--- src/rtl/irf_pkg.sv ---
package irf_pkg;
  localparam int PSC_W       = 3;
  localparam int DBC_W       = 2;
  localparam int SYNC_STAGES = 2;
  localparam int RUN_MAX     = 1 << DBC_W;
  localparam int RUN_W       = $clog2(RUN_MAX + 1);
  localparam int DIV_W       = (1 << PSC_W) - 1;

  typedef logic [PSC_W-1:0] psc_code_t;
  typedef logic [DBC_W-1:0] dbc_code_t;
  typedef logic [RUN_W-1:0] run_t;

  typedef struct packed {
    logic level;
    logic rise;
    logic fall;
  } filt_out_t;
endpackage

--- src/rtl/irf_sync.sv ---
module irf_sync #(
  parameter int STAGES = irf_pkg::SYNC_STAGES
) (
  input  logic clk_i,
  input  logic rst_ni,
  input  logic d_i,
  output logic q_o
);
  logic [STAGES-1:0] stg_q;
  logic [STAGES-1:0] stg_d;

  always_comb begin
    stg_d[0] = d_i;
    for (int i = 1; i < STAGES; i++) stg_d[i] = stg_q[i-1];
  end

  generate
    for (genvar g = 0; g < STAGES; g++) begin : g_stage
      always_ff @(posedge clk_i or negedge rst_ni) begin
        if (!rst_ni) stg_q[g] <= 1'b0;
        else         stg_q[g] <= stg_d[g];
      end
    end
  endgenerate

  assign q_o = stg_q[STAGES-1];
endmodule

--- src/rtl/irf_strobe.sv ---
module irf_strobe #(
  parameter int PSC_W = irf_pkg::PSC_W,
  localparam int DIV_W = (1 << PSC_W) - 1
) (
  input  logic             clk_i,
  input  logic             rst_ni,
  input  logic             en_i,
  input  logic [PSC_W-1:0] psc_i,
  output logic             stb_o
);
  logic [DIV_W-1:0] cnt_q;
  logic [DIV_W-1:0] cnt_d;
  logic [DIV_W-1:0] last_val;

  // terminal count 2^code - 1 as a thermometer mask
  always_comb begin
    for (int i = 0; i < DIV_W; i++) last_val[i] = (i < int'(psc_i));
  end

  assign stb_o = en_i && (cnt_q >= last_val);

  always_comb begin
    if (!en_i)      cnt_d = '0;
    else if (stb_o) cnt_d = '0;
    else            cnt_d = cnt_q + 1'b1;
  end

  always_ff @(posedge clk_i or negedge rst_ni) begin
    if (!rst_ni) cnt_q <= '0;
    else         cnt_q <= cnt_d;
  end
endmodule

--- src/rtl/irf_debounce.sv ---
module irf_debounce #(
  parameter int   DBC_W    = irf_pkg::DBC_W,
  parameter logic IDLE_LVL = 1'b1,
  localparam int  RUN_MAX  = 1 << DBC_W,
  localparam int  RUN_W    = $clog2(RUN_MAX + 1)
) (
  input  logic             clk_i,
  input  logic             rst_ni,
  input  logic             en_i,
  input  logic             stb_i,
  input  logic             smp_i,
  input  logic [DBC_W-1:0] dbc_i,
  output irf_pkg::filt_out_t out_o
);
  logic [DBC_W-1:0] dbc_q;
  logic [RUN_W-1:0] run_q, run_d;
  logic             last_q, last_d;
  logic             lvl_q, lvl_d;
  logic             rise_q, rise_d;
  logic             fall_q, fall_d;
  logic             clr;
  logic             take;
  logic [RUN_W-1:0] need;

  assign clr  = (dbc_i != dbc_q);
  assign need = RUN_W'(dbc_i) + RUN_W'(1);

  always_comb begin
    run_d  = run_q;
    last_d = last_q;
    if (!en_i || clr) begin
      run_d = '0;
    end else if (stb_i) begin
      last_d = smp_i;
      if (run_q != '0 && smp_i == last_q)
        run_d = (run_q == RUN_W'(RUN_MAX)) ? run_q : run_q + 1'b1;
      else
        run_d = RUN_W'(1);
    end
  end

  assign take = en_i && !clr && stb_i && (run_d >= need) && (smp_i != lvl_q);

  always_comb begin
    rise_d = 1'b0;
    fall_d = 1'b0;
    lvl_d  = lvl_q;
    if (!en_i) begin
      lvl_d = IDLE_LVL;
    end else if (take) begin
      lvl_d  = smp_i;
      rise_d = smp_i;
      fall_d = !smp_i;
    end
  end

  always_ff @(posedge clk_i or negedge rst_ni) begin
    if (!rst_ni) begin
      dbc_q  <= '0;
      run_q  <= '0;
      last_q <= 1'b0;
      lvl_q  <= IDLE_LVL;
      rise_q <= 1'b0;
      fall_q <= 1'b0;
    end else begin
      dbc_q  <= dbc_i;
      run_q  <= run_d;
      last_q <= last_d;
      lvl_q  <= lvl_d;
      rise_q <= rise_d;
      fall_q <= fall_d;
    end
  end

  assign out_o.level = lvl_q;
  assign out_o.rise  = rise_q;
  assign out_o.fall  = fall_q;
endmodule

--- src/rtl/ir_input_filter.sv ---
module ir_input_filter #(
  parameter logic IDLE_LVL = 1'b1,
  parameter int   PSC_W    = irf_pkg::PSC_W,
  parameter int   DBC_W    = irf_pkg::DBC_W,
  parameter int   STAGES   = irf_pkg::SYNC_STAGES
) (
  input  logic             clk_i,
  input  logic             rst_ni,
  input  logic             pin_i,
  input  logic             en_i,
  input  logic             inv_i,
  input  logic [PSC_W-1:0] psc_i,
  input  logic [DBC_W-1:0] dbc_i,
  input  logic             stat_en_i,
  output logic             level_o,
  output logic             rise_o,
  output logic             fall_o,
  output logic             stat_o
);
  logic               pin_sync;
  logic               smp;
  logic               smp_stb;
  irf_pkg::filt_out_t filt;
  logic               stat_q, stat_d;

  irf_sync #(.STAGES(STAGES)) u_sync (
    .clk_i (clk_i),
    .rst_ni(rst_ni),
    .d_i   (pin_i),
    .q_o   (pin_sync)
  );

  assign smp = pin_sync ^ inv_i;

  irf_strobe #(.PSC_W(PSC_W)) u_strobe (
    .clk_i (clk_i),
    .rst_ni(rst_ni),
    .en_i  (en_i),
    .psc_i (psc_i),
    .stb_o (smp_stb)
  );

  irf_debounce #(.DBC_W(DBC_W), .IDLE_LVL(IDLE_LVL)) u_deb (
    .clk_i (clk_i),
    .rst_ni(rst_ni),
    .en_i  (en_i),
    .stb_i (smp_stb),
    .smp_i (smp),
    .dbc_i (dbc_i),
    .out_o (filt)
  );

  assign stat_d = stat_en_i ? filt.level : stat_q;

  always_ff @(posedge clk_i or negedge rst_ni) begin
    if (!rst_ni) stat_q <= 1'b0;
    else         stat_q <= stat_d;
  end

  assign level_o = filt.level;
  assign rise_o  = filt.rise;
  assign fall_o  = filt.fall;
  assign stat_o  = stat_q;
endmodule

--- config.mk ---
export PLATFORM = sky130hd
export DESIGN_NAME = ir_input_filter
export DESIGN_NICKNAME = d
export VERILOG_FILES = /design/src/rtl/irf_pkg.sv /design/src/rtl/irf_sync.sv /design/src/rtl/irf_strobe.sv /design/src/rtl/irf_debounce.sv /design/src/rtl/ir_input_filter.sv
export SDC_FILE = /design/constraint.sdc
export NUM_CORES = 1
export LEC_CHECK = 0
export ABC_AREA = 0
export ABC_CLOCK_PERIOD_IN_PS = 8250
export BUFFER_PORTS_ARGS = -buffer_cell sky130_fd_sc_hd__clkbuf_2
export CAP_MARGIN = 20
export CORE_AREA = 2 2 49 51
export CTS_CLUSTER_DIAMETER = 200
export DETAILED_ROUTE_END_ITERATION = 6
export DIE_AREA = 0 0 51 53
export PLACE_DENSITY = 0.72
export SYNTH_ARGS = -nofsm -noshare
export SYNTH_HDL_FRONTEND = slang
export SYNTH_SLANG_ARGS = --single-unit
--- constraint.sdc ---
create_clock -name clk_i -period 8.25 [get_ports clk_i]
set_input_delay 1.2375 -clock clk_i [delete_from_list [all_inputs] [get_ports clk_i]]
set_output_delay 1.2375 -clock clk_i [all_outputs]
set_load 0.01 [all_outputs]
Yosys cells after proc, flatten, opt, wreduce, memory -nomap -nowiden
Cells that the tools add are included.
{"block": "totals", "in_bits": 11, "output_inout_bits": 4, "word_cells": 53, "regBits": 19}
{"block": "classes", "reduce_logical": 12, "magnitude_cmp": 9, "eq_ne": 5, "muxes": 12, "addsub": 3, "n_bitwise": 2}
{"operator": "$mux 7", "n": 2}
{"operator": "$mux 3", "n": 4}
{"operator": "$lt 3x3->1 const A", "n": 3}
{"operator": "$add 7x1->7 const B", "n": 1}
{"operator": "$ge 7x7->1", "n": 1}
{"operator": "$logic_and 1x1->1", "n": 6}
{"operator": "$lt 1x3->1 const A", "n": 2}
{"operator": "$lt 2x3->1 const A", "n": 2}
{"operator": "$mux 1", "n": 6}
{"operator": "$add 2x1->3 const B", "n": 1}
{"operator": "$add 3x1->3 const B", "n": 1}
{"operator": "$eq 3x3->1 const B", "n": 1}
{"operator": "$ge 3x3->1", "n": 1}
{"operator": "$logic_not 1->1", "n": 3}
{"operator": "$reduce_bool 3->1", "n": 1}
{"operator": "$ne 2x1->1 const B", "n": 1}
{"operator": "$ne 2x2->1", "n": 1}
{"operator": "$reduce_and 2->1", "n": 1}
{"operator": "$eq 1x1->1", "n": 1}
{"operator": "$logic_or 1x1->1", "n": 1}
{"operator": "$ne 1x1->1", "n": 1}
{"operator": "$not 1->1", "n": 1}
{"operator": "$xor 1x1->1", "n": 1}

Depth between registers and ports, before layout
{"block": "depth", "ltp_word": 11, "mapped_depth": 14, "mapped_depth_nobuf": 13}

By module
From an unflattened synthesis, not the netlist that was laid out.
{"block": "hier_totals", "hier_cells": 107, "area_unflattened_um2": 1172.4}
{"mod": "irf_debounce", "instances": 1, "area_per_inst_um2": 551.8, "cells_each": 51}
{"mod": "irf_strobe", "instances": 1, "area_per_inst_um2": 521.8, "cells_each": 51}
{"mod": "irf_sync", "instances": 1, "area_per_inst_um2": 50.0, "cells_each": 2}
{"mod": "ir_input_filter", "instances": 1, "area_per_inst_um2": 48.8, "cells_each": 3}

Worst setup path before layout
OpenSTA, ideal clock, no wires.
{"block": "synth_path", "path_kind": "in2reg", "start": "input port psc_i[2]", "end": "register u_deb.lvl_q", "path_buffers": 1, "arrival_ns": 3.834, "setup_slack_ns": 4.334, "path_stages": 14, "path_cell_list": "or3_1 > ha_1 > nor2b_1 > o21ai_0 > a21oi_1 > clkbuf_1 > nor2_1 > o221ai_1 > ha_1 > nand2b_1 > a21o_1 > a21oi_1 > or3_1 > mux2_2"}
{"block": "synth_via", "elab_chain_cells": 9}
{"item": "start: declaration", "line": "ir_input_filter.sv:12", "text": "input logic [PSC_W-1:0] psc_i,"}
{"item": "$lt 1x3->1, or another cell as far along", "line": "irf_strobe.sv:17", "text": "for (int i = 0; i < DIV_W; i++) last_val[i] = (i < int'(psc_i));"}
{"item": "$ge 7x7->1 (*)", "line": "irf_strobe.sv:20", "text": "assign stb_o = en_i && (cnt_q >= last_val);"}
{"item": "$logic_and 1x1->1 (*)", "line": "irf_strobe.sv:20"}
{"item": "$mux 3", "line": "irf_debounce.sv:33", "text": "end else if (stb_i) begin"}
{"item": "$mux 3", "line": "irf_debounce.sv:31", "text": "if (!en_i || clr) begin"}
{"item": "$ge 3x3->1", "line": "irf_debounce.sv:42", "text": "assign take = en_i && !clr && stb_i && (run_d >= need) && (smp_i != lvl_q);"}
{"item": "$logic_and 1x1->1 (*) (2 in a row)", "line": "irf_debounce.sv:42"}
{"item": "$ne 2x1->1 (no source line) (*)"}
{"item": "end signal: assignment", "line": "irf_debounce.sv:69", "text": "lvl_q <= lvl_d;"}
{"item": "end: declaration", "line": "irf_debounce.sv:18", "text": "logic lvl_q, lvl_d;"}
Mark *: on every way between the ends. The rest lies on a longest branch, timed or not.
A chain may end at the register's enable or synchronous reset.

Worst setup path in the final report
Same ends and word-level chain as after synthesis.

==> run metrics <==
outcome finished, final reports clean; Core Region around 2100 sq um; Root Driver clkbuf_4; WP data required around 8500 ps; routed wire length between 1500 and 2000 microns; share of layout cells above drive strength 1 0.177; Max Slew Vio Count 0; Syn-to-layout area delta 11.6%; Final min period approximately 4200 ps; Congestion Overflow GR 0; hold path depth 0; total I/O pin count 15; Power Density around 140 nW/um^2; Iter 0 DRT Violations 9; #FFs+latches synth 19; Final WS setup 4080 ps; Max Freq 240 MHz; Hold EP u_sync.q_o; # rows 17; HP Class reg2reg; setup TNS 0 ps; total number of vias around 850; All-Layer GR Usage 0.168; reg2reg setup slack 5040 ps; max_slew headroom 0.504; Worst Setup End Kind flip-flop; Final Setup Violations 0; Reg-to-Reg Start u_strobe.cnt_q[4]; Max Cap Violations 0; Routed wire per std cell 12.3 microns; startpoint types primary input; IO buf count 14; R2R cell count 12; final worst path period share 0.505; largest net degree at the start of global routing 20; synthesized instance count between 100 and 150; placed wire-length estimate around 1500 microns; DRC viols 0; Distinct cells, synth 26; Worst-Margin Slew around 740 ps; initial antenna violation count 0; clock buffer depth 2; Routed Antenna Nets 0; total CTS buffers 3; pre-CTS WS between 3000 and 4000 ps; CTS resizes 0; Avg Vias per Cell between 5 and 6; Peak supply drop 109 uV; mapped cell area between 1000 and 1500 sq um; Setup Fix Bufs, Post-CTS 0; Clock Skews about 0.8 ps; CP arrival 4400 ps; cts hold-fix bufs 0; post-synth net total ~140; register area share after synthesis 0.430; Clk Latency, worst-skew pair 290 ps; HP Start u_sync.stg_d[1]; Worst R2R End u_deb.lvl_q; H-tree Lvls 1; Clock Pin Slew Worst Setup and Hold Paths roughly 100 ps; average size of a mapped cell between 9 and 10 sq um; ant diodes 0; clock sink count 19; Syn. warnings 0; GPL Wtd Cong roughly 0.73; WS Path Type in2reg; Hold Vio Cnt, Final 0; CP Max Fanout 12; TritonCTS clock tree done; Lkg Pwr 0.603 nW; vias in the first global route around 850; RSZ-0062 raised after global routing no; first-pass GRT wire length roughly 3400 microns; Die Ht around 53 microns; Die X just over 50 microns; nets 156; Detailed Routing Iterations Pass 1 3; starting density of the core 0.517; die footprint around 2700 sq um
[report_power, final]
group | switching (W) | total, W | internal (W)
logic | 0.0000160 | 0.0000273 | 0.0000113
clock network | 0.0000274 | 0.0000454 | 0.0000180
registers | 0.00000291 | 0.0000997 | 0.0000968
[stage by stage]
stage / util / power [W] / instances / cell area, sq um / hold slack, ps
after floorplan: - / 0.000118 / 113 / 1110 / 331
after global placement: 0.564 / 0.000127 / 154 / 1210 / 337
after detailed placement: 0.564 / 0.000129 / 154 / 1210 / 336
after CTS: 0.577 / 0.000175 / 158 / 1240 / 376
after global routing: 0.577 / 0.000182 / 158 / 1240 / 391
final: 0.577 / 0.000172 / 158 / 1240 / 374
[worst max path at each step]
stage             start           to  slack (ps)  cells after the start
5_1_grt        psc_i[2]  u_deb.lvl_q        3810                     14
4_1_cts        psc_i[2]  u_deb.lvl_q        4080                     14
3_3_place_gp   psc_i[2]  u_deb.lvl_q        3880                     14
2_1_floorplan  psc_i[2]  u_deb.lvl_q        4330                     14
6_report       psc_i[2]  u_deb.lvl_q        4080                     14
3_5_place_dp   psc_i[2]  u_deb.lvl_q        3760                     14
[sequential cells by signal (all words and copies together) (netlist names)]
register / cells
u_deb.dbc_q: 2
u_deb.rise_q: 1
u_strobe.cnt_q: 7
u_deb.lvl_q: 1
u_sync.stg_d: 1
stat_o: 1
u_deb.last_q: 1
u_deb.fall_q: 1
u_sync.q_o: 1
u_deb.run_q: 3
[Yosys cell counts]
| master | count | area share |
|---|---|---|
| clkbuf_1 | 1 | 0.0034 |
| nand3_1 | 4 | 0.018 |
| and3_1 | 3 | 0.017 |
| or4_4 | 1 | 0.010 |
| or4_1 | 1 | 0.0068 |
| o31ai_1 | 1 | 0.0068 |
| or3_1 | 2 | 0.011 |
| a21oi_1 | 8 | 0.036 |
| inv_1 | 9 | 0.030 |
| xnor2_2 | 1 | 0.015 |
| o221ai_1 | 1 | 0.0079 |
| nor3_1 | 1 | 0.0045 |
| a21o_1 | 1 | 0.0068 |
| o221a_1 | 1 | 0.010 |
| nor2_1 | 12 | 0.041 |
| nand2b_1 | 2 | 0.011 |
| nand2_1 | 8 | 0.027 |
| mux2_2 | 2 | 0.020 |
| o21ai_0 | 10 | 0.045 |
| ha_1 | 14 | 0.16 |
| nor2b_1 | 2 | 0.011 |
| dfrtp_1 | 18 | 0.41 |
| nand4bb_1 | 1 | 0.010 |
| xnor2_1 | 6 | 0.047 |
| xor2_1 | 2 | 0.016 |
| dfstp_2 | 1 | 0.024 |
[metal layers]
metal	track usage	wire, microns
met5	0	0
met3	0.0169	56
met1	0.203	919
met4	0.0676	14
met2	0.305	961
[cell families after synthesis]
group / synth area share
AOI/OAI and AO/OA: 0.113
xor gates and xnor gates: 0.0778
adders and majority gates: 0.158
buffers and inverters: 0.0338
DFF: 0.430
muxes: 0.0203
and+or+nand+nor: 0.168
[layout by cell type, fill, tap and decap left out, types with 2 or more instances in the layout]
cell type	n
clkbuf_2	14
nor2b_1	2
xnor2_1	6
mux2_2	2
inv_1	9
nand2b_1	2
or3_1	2
ha_1	14
and3_1	3
nand3_1	4
clkbuf_4	3
xor2_1	2
nor2_1	12
nand2_1	8
a21oi_1	8
dfrtp_1	18
o21ai_0	10
[worst max-delay path, cell delays in order]
cell	delay, ps
clkbuf_2	130
or3_1	380
ha_1	270
nor2b_1	110
o21ai_0	100
a21oi_1	590
nor2_1	150
o221ai_1	230
ha_1	260
nand2b_1	140
a21o_1	170
a21oi_1	120
or3_1	160
mux2_2	340
[area by class of cell]
class	instances	area [sq um]
Tap cell	28	35.0
Sequential cell	19	477
Clock inverter	1	5.00
Multi-Input combinational cell	84	596
Fill cell	192	910
Clock buffer	3	22.5
Timing Repair Buffer	14	70.1
Inverter	9	33.8
No activity file was read; power rests on OpenSTA's default activity.
